==> src/rtl/evt_irq_pkg.sv <==
package evt_irq_pkg;
  localparam int unsigned EVT_W = 16;

  localparam int unsigned B_ARB_LOST  = 0;
  localparam int unsigned B_NO_ACK    = 1;
  localparam int unsigned B_ACC_RDY   = 2;
  localparam int unsigned B_RX_RDY    = 3;
  localparam int unsigned B_TX_RDY    = 4;
  localparam int unsigned B_GEN_CALL  = 8;
  localparam int unsigned B_SLV_HIT   = 9;
  localparam int unsigned B_TX_UNDER  = 10;
  localparam int unsigned B_RX_OVER   = 11;
  localparam int unsigned B_BUS_BUSY  = 12;
  localparam int unsigned B_RX_DRAIN  = 13;
  localparam int unsigned B_TX_DRAIN  = 14;

  // vector sources occupy bits 0..VEC_N-1 in priority order
  localparam int unsigned VEC_N  = 5;
  localparam int unsigned VEC_CW = $clog2(VEC_N + 1);

  localparam logic [EVT_W-1:0] VEC_MASK = EVT_W'((1 << VEC_N) - 1);

  localparam logic [EVT_W-1:0] EN_MASK =
      VEC_MASK | (EVT_W'(1) << B_RX_DRAIN) | (EVT_W'(1) << B_TX_DRAIN);

  localparam logic [EVT_W-1:0] STICKY_MASK =
      EN_MASK | (EVT_W'(1) << B_GEN_CALL) | (EVT_W'(1) << B_SLV_HIT) |
      (EVT_W'(1) << B_TX_UNDER) | (EVT_W'(1) << B_RX_OVER);

  typedef enum logic [1:0] {
    RA_ENABLE = 2'd0,
    RA_STATUS = 2'd1,
    RA_VECTOR = 2'd2,
    RA_NONE   = 2'd3
  } reg_addr_e;
endpackage

==> src/rtl/evt_sticky_reg.sv <==
module evt_sticky_reg #(
  parameter int unsigned W = 16,
  parameter logic [W-1:0] MASK = '1
) (
  input  logic         clk_i,
  input  logic         rst_ni,
  input  logic [W-1:0] set_i,
  input  logic [W-1:0] clr_i,
  output logic [W-1:0] q_o
);
  for (genvar i = 0; i < W; i++) begin : g_bit
    if (MASK[i]) begin : g_flop
      logic b_q;
      always_ff @(posedge clk_i or negedge rst_ni) begin
        if (!rst_ni) b_q <= 1'b0;
        else if (set_i[i]) b_q <= 1'b1;   // set wins over clear
        else if (clr_i[i]) b_q <= 1'b0;
      end
      assign q_o[i] = b_q;
    end else begin : g_zero
      assign q_o[i] = 1'b0;
    end
  end
endmodule

==> src/rtl/evt_vec_enc.sv <==
module evt_vec_enc #(
  parameter int unsigned N  = 5,
  parameter int unsigned CW = $clog2(N + 1)
) (
  input  logic [N-1:0]  pend_i,
  output logic [CW-1:0] code_o,
  output logic [N-1:0]  sel_o
);
  // scan high to low so the lowest pending index is left last
  always_comb begin
    code_o = '0;
    sel_o  = '0;
    for (int i = N - 1; i >= 0; i--) begin
      if (pend_i[i]) begin
        code_o = CW'(i + 1);
        sel_o  = N'(1) << i;
      end
    end
  end
endmodule

==> src/rtl/evt_irq_unit.sv <==
module evt_irq_unit
  import evt_irq_pkg::*;
#(
  parameter int unsigned AW = 2,
  parameter int unsigned DW = EVT_W
) (
  input  logic          clk_i,
  input  logic          rst_ni,
  input  logic [DW-1:0] evt_i,
  input  logic          bus_busy_i,
  input  logic          wr_en_i,
  input  logic          rd_en_i,
  input  logic [AW-1:0] addr_i,
  input  logic [DW-1:0] wdata_i,
  output logic [DW-1:0] rdata_o,
  output logic          irq_o
);
  localparam logic [DW-1:0] STK_M = DW'(STICKY_MASK);
  localparam logic [DW-1:0] ENA_M = DW'(EN_MASK);

  logic [DW-1:0]     status_q;
  logic [DW-1:0]     en_q;
  logic [DW-1:0]     status_view;
  logic [DW-1:0]     clr_mask;
  logic [DW-1:0]     rd_mux;
  logic [DW-1:0]     rdata_q;
  logic [VEC_N-1:0]  vec_pend;
  logic [VEC_N-1:0]  vec_sel;
  logic [VEC_CW-1:0] vec_code;
  logic              wr_stat, wr_en_reg, rd_vec;

  assign wr_stat   = wr_en_i && (addr_i == AW'(RA_STATUS));
  assign wr_en_reg = wr_en_i && (addr_i == AW'(RA_ENABLE));
  assign rd_vec    = rd_en_i && (addr_i == AW'(RA_VECTOR));

  assign vec_pend = status_q[VEC_N-1:0] & en_q[VEC_N-1:0];

  evt_vec_enc #(.N(VEC_N), .CW(VEC_CW)) u_enc (
    .pend_i (vec_pend),
    .code_o (vec_code),
    .sel_o  (vec_sel)
  );

  always_comb begin
    clr_mask = wr_stat ? wdata_i : '0;
    if (rd_vec) clr_mask = clr_mask | DW'(vec_sel);
  end

  evt_sticky_reg #(.W(DW), .MASK(STK_M)) u_stat (
    .clk_i  (clk_i),
    .rst_ni (rst_ni),
    .set_i  (evt_i & STK_M),
    .clr_i  (clr_mask),
    .q_o    (status_q)
  );

  always_ff @(posedge clk_i or negedge rst_ni) begin
    if (!rst_ni)        en_q <= '0;
    else if (wr_en_reg) en_q <= wdata_i & ENA_M;
  end

  always_comb begin
    status_view             = status_q;
    status_view[B_BUS_BUSY] = bus_busy_i;
  end

  always_comb begin
    unique case (addr_i)
      AW'(RA_ENABLE): rd_mux = en_q;
      AW'(RA_STATUS): rd_mux = status_view;
      AW'(RA_VECTOR): rd_mux = DW'(vec_code);
      default:        rd_mux = '0;
    endcase
  end

  always_ff @(posedge clk_i or negedge rst_ni) begin
    if (!rst_ni)      rdata_q <= '0;
    else if (rd_en_i) rdata_q <= rd_mux;
  end

  assign rdata_o = rdata_q;
  assign irq_o   = |(status_q & en_q);
endmodule

==> config.mk <==
export PLATFORM = sky130hd
export DESIGN_NAME = evt_irq_unit
export DESIGN_NICKNAME = d
export VERILOG_FILES = /design/src/rtl/evt_irq_pkg.sv /design/src/rtl/evt_sticky_reg.sv /design/src/rtl/evt_vec_enc.sv /design/src/rtl/evt_irq_unit.sv
export SDC_FILE = /design/constraint.sdc
export NUM_CORES = 1
export LEC_CHECK = 0
export ABC_AREA = 1
export BUFFER_PORTS_ARGS = -buffer_cell sky130_fd_sc_hd__buf_2
export CAP_MARGIN = 5
export CELL_PAD_IN_SITES_DETAIL_PLACEMENT = 1
export CELL_PAD_IN_SITES_GLOBAL_PLACEMENT = 1
export CORE_MARGIN = 2
export CORE_UTILIZATION = 34
export DETAILED_ROUTE_END_ITERATION = 7
export PLACE_DENSITY = 0.87
export SYNTH_ARGS = -nofsm -noshare
export SYNTH_HDL_FRONTEND = slang
export SYNTH_SLANG_ARGS = --single-unit
==> constraint.sdc <==
create_clock -name clk_i -period 1.25 [get_ports clk_i]
set_clock_uncertainty 0.1 [all_clocks]
set_input_delay 0.25 -clock clk_i [delete_from_list [all_inputs] [get_ports clk_i]]
set_output_delay 0.25 -clock clk_i [all_outputs]
set_load 0.03 [all_outputs]
==> results of run 1 <==
metal layers:
| layer | up-vias | global-route usage, % |
|---|---|---|
| met2 | 44 | 33.0 |
| met5 | - | 0 |
| met1 | 691 | 19.8 |
| met4 | 0 | 4.14 |
| met3 | 5 | 5.67 |
| li1 | 672 | - |
cells in the final DEF, fill, tap and decap left out, types with 4 or more instances in the layout:
cell and instances:
dfrtp_1 30, buf_4 26, nor2_1 6, a21o_1 4, nand3_2 5, buf_2 40, a21oi_1 8, o21ai_0 8
clkbuf_8 5, mux2_4 4, inv_1 12, nand2_1 52, nand2_2 7, conb_1 4, inv_2 5
what timing repair did:
| action | CTS | global route |
|---|---|---|
| buffers inserted | 6 | 4 |
| pin swaps | 5 | 12 |
| gates resized for setup | 11 | 7 |
| setup endpoints to repair | 7 | 8 |
| hold buffers | 1 | 0 |
| endpoints found under the hold margin | 30 | 0 |
cell families (layout without fill, tap and decap cells):
kind of cell           after synthesis  after routing
other                                1              4
AO/OA/AOI/OAI                       27             27
flip-flops                          30             30
buffers and inverters               23             95
AND/OR/NAND/NOR                     82             82
multiplexers                         4              4
worst paths after layout:
kind	startpoint	end	slack, ns	depth (start not counted)
max	en_q[4]$_DFFE_PN0P_	irq_o	-0.38	5
min	evt_i[10]	u_stat.g_bit[10].g_flop.b_q$_DFFE_PN0P_	0.04	2
max reg2reg	en_q[4]$_DFFE_PN0P_	rdata_o[2]$_DFFE_PN0P_	-0.09	9
min reg2reg	rdata_o[0]$_DFFE_PN0P_	rdata_o[0]$_DFFE_PN0P_	0.36	2
max in group asynchronous	rst_ni	rdata_o[14]$_DFFE_PN0P_	0.54	3
min in group asynchronous	rst_ni	rdata_o[2]$_DFFE_PN0P_	0.34	3
power groups by stage:
stage	clock network (mW)	logic (mW)	registers [mW]
2_1_floorplan	0	0.282	1.23
3_3_place_gp	0	0.662	1.14
3_5_place_dp	0	0.689	1.14
4_1_cts	0.750	0.772	1.13
5_1_grt	0.793	0.885	1.14
6_report	0.732	0.817	1.13
sequential cells by signal, indices dropped and copies added (netlist names):
signal                   flops
en_q                         7
rdata_o                     12
u_stat.g_bit.g_flop.b_q     11
worst max-delay path, cell delays in order (launching register included):
cell      delay [ns]
dfrtp_1         0.39
nand2_2         0.10
inv_2           0.05
a221oi_2        0.20
nand3_2         0.11
buf_6           0.15
final cells by class:
| class | instances | area [um^2] |
|---|---|---|
| clock buffers | 7 | 76.3 |
| fillers | 496 | 1970 |
| inverters | 17 | 63.8 |
| multi-input cells | 117 | 672 |
| flip-flops and latches | 30 | 751 |
| well taps | 50 | 62.6 |
| repair buffers | 71 | 459 |
==> results.py, run 1 <==
metrics = {
    "placement": {
        "dp_slack_ns": -0.131,
        "dpl.hpwl_mm": 3.01,
        "place_area_mm2": 0.00189,
        "routabilityCongestion": 0.742,
        "place_inst": 277,
        "io_buffers": 41,
    },
    "clock_tree": {
        "clock_tree.buffer_depth": 2,
        "clock_sinks": 30,
        "insertion_delay_ns": 0.28,
        "numCtsBuffers": 5,
        "tritoncts": "done",
        "ctsRootBufferMaster": "clkbuf_8",
        "clk_pin_slew_worst_paths_ns": 0.06,
        "htree_levels": 2,
    },
    "logic_synthesis": {
        "synthTopCellsByCount": "58 x nand2_1, 30 x dfrtp_1, 14 x inv_1",
        "synth_most_common_cell": "nand2_1",
        "ys_seq_area_share_pct": 51.5,
        "yosys.area.top_type_share_pct": 51.5,
        "synth-main-ff-cell": "dfrtp_1",
        "netlist_instances": 167,
        "synthSimpleGateAreaFrac_pct": 25.5,
        "ys_ff_latch": 30,
        "synth.distinct_cells": 25,
        "post_synth.cell_area_avg_um2": 8.72,
        "muxShareOfSynthArea_pct": 4.12,
        "synth_edf_count": 0,
        "synth_top_cell_by_area": "dfrtp_1",
        "yosys.area_share.xor_xnor_pct": 0,
        "synthAdderAreaFrac_pct": 0,
        "yosysWarnings": 0,
        "syn_area_mm2": 0.00146,
        "yosys-top-cells-area": "dfrtp_1 52%, nand2_1 15%, mux2_4 4.1%",
        "async_flop_share_pct": 100,
        "synth_compound_area_share_pct": 11.4,
        "synth_top_family_by_area": "simple AND/OR/NAND/NOR gates",
    },
    "die": {
        "io-pin-count": 56,
        "initial_core_util_pct": 35.9,
        "rows": 23,
        "fp.dieW_um": 69.5,
        "die_area_mm2": 0.00482,
        "core_region_area_mm2": 0.00406,
        "die_h_um": 69.5,
    },
    "setup_path": {
        "cp_data_required_time_ns": 0.90,
        "cp_max_fo": 2,
        "setup.worst_path.class": "reg -> out",
        "end_kind": "output port",
        "critPathLaunchType": "flip-flop",
        "worstPathArrival_ns": 1.28,
    },
    "cells_and_area": {
        "final_cell_area_mm2": 0.00208,
        "drive_above_1_share_pct": 43.0,
        "finalNetCount": 281,
        "fin_util_pct": 51.4,
        "antennaDiodeCount": 0,
        "synthToLayoutAreaGrowth_pct": 43.1,
        "layout.cells.non_filler": 292,
    },
    "sta": {
        "setup_ws_ns": -0.380,
        "fin_setup_tns_ns": -0.483,
        "hold_viol_final": 0,
        "timing.fmax_mhz": 614,
        "rsz0062_at_grt": "true",
        "slew_violations": 0,
        "finalCriticalPeriod_ns": 1.63,
        "whs_ns": 0.0417,
        "fin_crit_sh_pct": 130,
        "setup_viol": 4,
    },
    "drt": {
        "firstDrtPassIters": 4,
        "wl_mm": 4.38,
        "wl_met3_um": 220,
        "met1_length_mm": 1.78,
        "post-route-drc-count": 0,
        "met2_length_mm": 2.35,
        "drtIter0Drc": 65,
        "ant_nets": 0,
        "via_count": 1412,
        "wl_per_cell_um": 15.0,
        "maxUsedRoutingLayer": "met4",
        "viasPerCell": 4.84,
    },
    "power": {
        "p_leak_nw": 1.10,
        "power_frac_seq_pct": 42.2,
        "p_comb_share_pct": 30.5,
        "p_int_mw": 1.82,
        "power.density_mw_per_mm2": 1290,
        "clkPwrFrac_pct": 27.3,
        "switching_share_pct": 32.1,
        "ir_drop_v": 0.000711,
        "power.switching_uw": 861,
        "finalPower_mw": 2.68,
    },
    "worst_hold_path": {
        "min_path_type": "in -> reg",
    },
    "run": {
        "cap_violations": 0,
    },
    "global_routing": {
        "grt_first_pass_wirelength_mm": 6.76,
        "grt_max_degree": 31,
        "first_global_vias": 1548,
        "overflow": 0,
        "grt_use_total_pct": 17.9,
        "antenna_found_initial": 0,
    },
    "run_status": {
        "violations": "setup timing",
        "status": "finished, violations left",
    },
}
Power figures use the tool's default switching activity.
==> run 2: changes to the inputs <==
Settings changed: CORE_UTILIZATION 34 to 39, GPL_TIMING_DRIVEN set to 0, PLACE_DENSITY 0.87 to 0.95, SYNTH_HIERARCHICAL set to 1.
Clock period 1.25 ns to 1.9 ns, I/O delays scaled along.
==> run 2 against run 1 <==
Against the previous run: the flow now finishes without violations; critical path depth rose by 1; global-route usage up 1.7 points; critical path type unchanged; worst setup slack better by 0.45 ns; largest cell class unchanged.
==> results.py, run 2 <==
metrics = {
    "power": {
        "p_leak_nw": 1.36,
        "ir_drop_v": 0.000474,
        "power.density_mw_per_mm2": 850,
    },
    "clock_tree": {
        "clk_pin_slew_worst_paths_ns": 0.07,
        "ctsRootBufferMaster": "clkbuf_8",
        "clock_tree.buffer_depth": 2,
        "htree_levels": 2,
        "numCtsBuffers": 5,
        "clock_sinks": 34,
        "insertion_delay_ns": 0.29,
        "tritoncts": "done",
        "hold_buffers": 0,
    },
    "setup_path": {
        "cp_data_required_time_ns": 1.42,
        "setup.worst_path.class": "reg -> out",
        "r2r_end": "u_stat/g_bit[4].g_flop.b_q$_DFFE_PN0P_",
        "worst_path_max_delay_cell": "dfrtp_1",
        "worst_r2r_path_depth": 11,
        "slowest_delay_ns": 0.38,
        "end_kind": "output port",
        "endpoint": "irq_o",
        "cp_cell_sequence": "buf_4, nand2_1, inv_2, nor3_4, nand2_2, buf_6",
        "critPathLaunchType": "flip-flop",
        "reg2reg_from": "u_stat/g_bit[0].g_flop.b_q$_DFFE_PN0P_",
        "path_delay_family": "flip-flops",
        "cp_max_fo": 3,
        "cp.depth": 6,
        "worstPathArrival_ns": 1.35,
        "crit_buf_inv": 3,
        "reg2reg_slack_ns": 0.33,
        "critPathLaunch": "u_stat/g_bit[4].g_flop.b_q$_DFFE_PN0P_",
    },
    "sta": {
        "finalCriticalPeriod_ns": 1.83,
        "setup_viol": 0,
        "rsz0062_at_grt": "false",
        "timing.fmax_mhz": 546,
        "hold_viol_final": 0,
        "fin_crit_sh_pct": 96.3,
        "relSlewSlack_pct": 47.9,
        "whs_ns": 0.0681,
        "fin_setup_tns_ns": 0,
        "worst_pin_slew_ns": 0.782,
        "slew_violations": 0,
    },
    "drt": {
        "wl_per_cell_um": 13.2,
        "via_count": 1676,
        "post-route-drc-count": 0,
        "drtIter0Drc": 85,
        "viasPerCell": 4.63,
        "ant_nets": 0,
        "firstDrtPassIters": 4,
        "wl_mm": 4.79,
    },
    "cells_and_area": {
        "drive_above_1_share_pct": 29.2,
        "largest_register_ffs": 16,
        "multi_input_area_um2": 673,
        "n_fill_cell": 624,
        "synthToLayoutAreaGrowth_pct": 24.3,
        "seq_area_um2": 851,
        "antennaDiodeCount": 0,
        "layout_commonest_cell": "nand2_1",
        "layout.cells.non_filler": 362,
        "finalNetCount": 346,
        "final_cell_mix": "88 x nand2_1, 46 x inv_1, 45 x buf_2",
    },
    "logic_synthesis": {
        "post_synth.cell_area_avg_um2": 7.32,
        "netlist_instances": 252,
        "syn_area_mm2": 0.00185,
        "yosysWarnings": 6,
    },
    "placement": {
        "routabilityCongestion": 0.868,
        "io_buffers": 44,
        "dpl.hpwl_mm": 3.52,
        "place_inst": 353,
    },
    "die": {
        "io-pin-count": 56,
        "die_area_mm2": 0.00530,
        "core_region_area_mm2": 0.00463,
        "initial_core_util_pct": 39.9,
        "rows": 25,
        "fp.dieW_um": 72.8,
        "die_h_um": 72.8,
    },
    "global_routing": {
        "grt_max_degree": 35,
        "overflow": 0,
        "antenna_found_initial": 0,
        "grt_use_total_pct": 19.5,
        "first_global_vias": 1830,
        "grt_first_pass_wirelength_mm": 8.04,
    },
    "run_status": {
        "status": "complete, no violations",
    },
    "run": {
        "cap_violations": 0,
    },
    "worst_hold_path": {
        "min_path_type": "in -> async",
    },
}
[run 2: worst min path at each step]
stage,end,depth (start not counted)
2_1_floorplan,en_q[0]$_DFFE_PN0P_,0
3_3_place_gp,u_stat/g_bit[10].g_flop.b_q$_DFFE_PN0P_,2
3_5_place_dp,u_stat/g_bit[4].g_flop.b_q$_DFFE_PN0P_,2
4_1_cts,u_stat/g_bit[2].g_flop.b_q$_DFFE_PN0P_,1
5_1_grt,en_q[2]$_DFFE_PN0P_,1
6_report,u_stat/g_bit[2].g_flop.b_q$_DFFE_PN0P_,1
[run 2: area by class of cell]
cell class	count	share of cell area [%]
plain buffers	22	7.64
clock buffers	5	3.00
clock inverters	3	1.75
inverters	49	8.02
multi-input cells	150	29.4
flip-flops and latches	34	37.1
well taps	54	2.95
repair buffers	45	10.2
[run 2: worst reg2reg max path: cells and delay by family (launching register included)]
kind,cells,cell delay [ns]
simple gates,6,0.50
flops,1,0.38
buf+inv,4,0.33
compound gates,1,0.16
[run 2: power by group]
part / switching (mW) / internal (mW)
logic: 0.294 / 0.163
clock network: 0.270 / 0.386
registers: 0.0469 / 0.789
total: 0.611 / 1.34
[run 2: stage by stage]
step | cell area (um^2) | utilization (%) | total power [mW] | setup WS, ns
after floorplan | 1860 | - | 1.12 | 0.445
after global placement | 2140 | 46.3 | 1.25 | 0.324
after detailed placement | 2140 | 46.3 | 1.27 | 0.252
after CTS | 2260 | 48.8 | 1.95 | 0.0239
after global routing | 2290 | 49.5 | 2.05 | 0.00115
final | 2290 | 49.5 | 1.95 | 0.0694
[run 2: what timing repair did]
item,CTS,global route
pin swaps,0,2
buffers inserted,0,1
gates resized for setup,3,8
setup endpoints to repair,1,1
[run 2: layer usage]
metal / GRT usage [%] / part of all wire (%) / vias up
met5: 0 / 0 / -
met4: 7.00 / 1.3 / 0
li1: - / - / 832
met3: 3.87 / 2.9 / 6
met2: 34.1 / 54 / 32
met1: 23.9 / 42 / 806
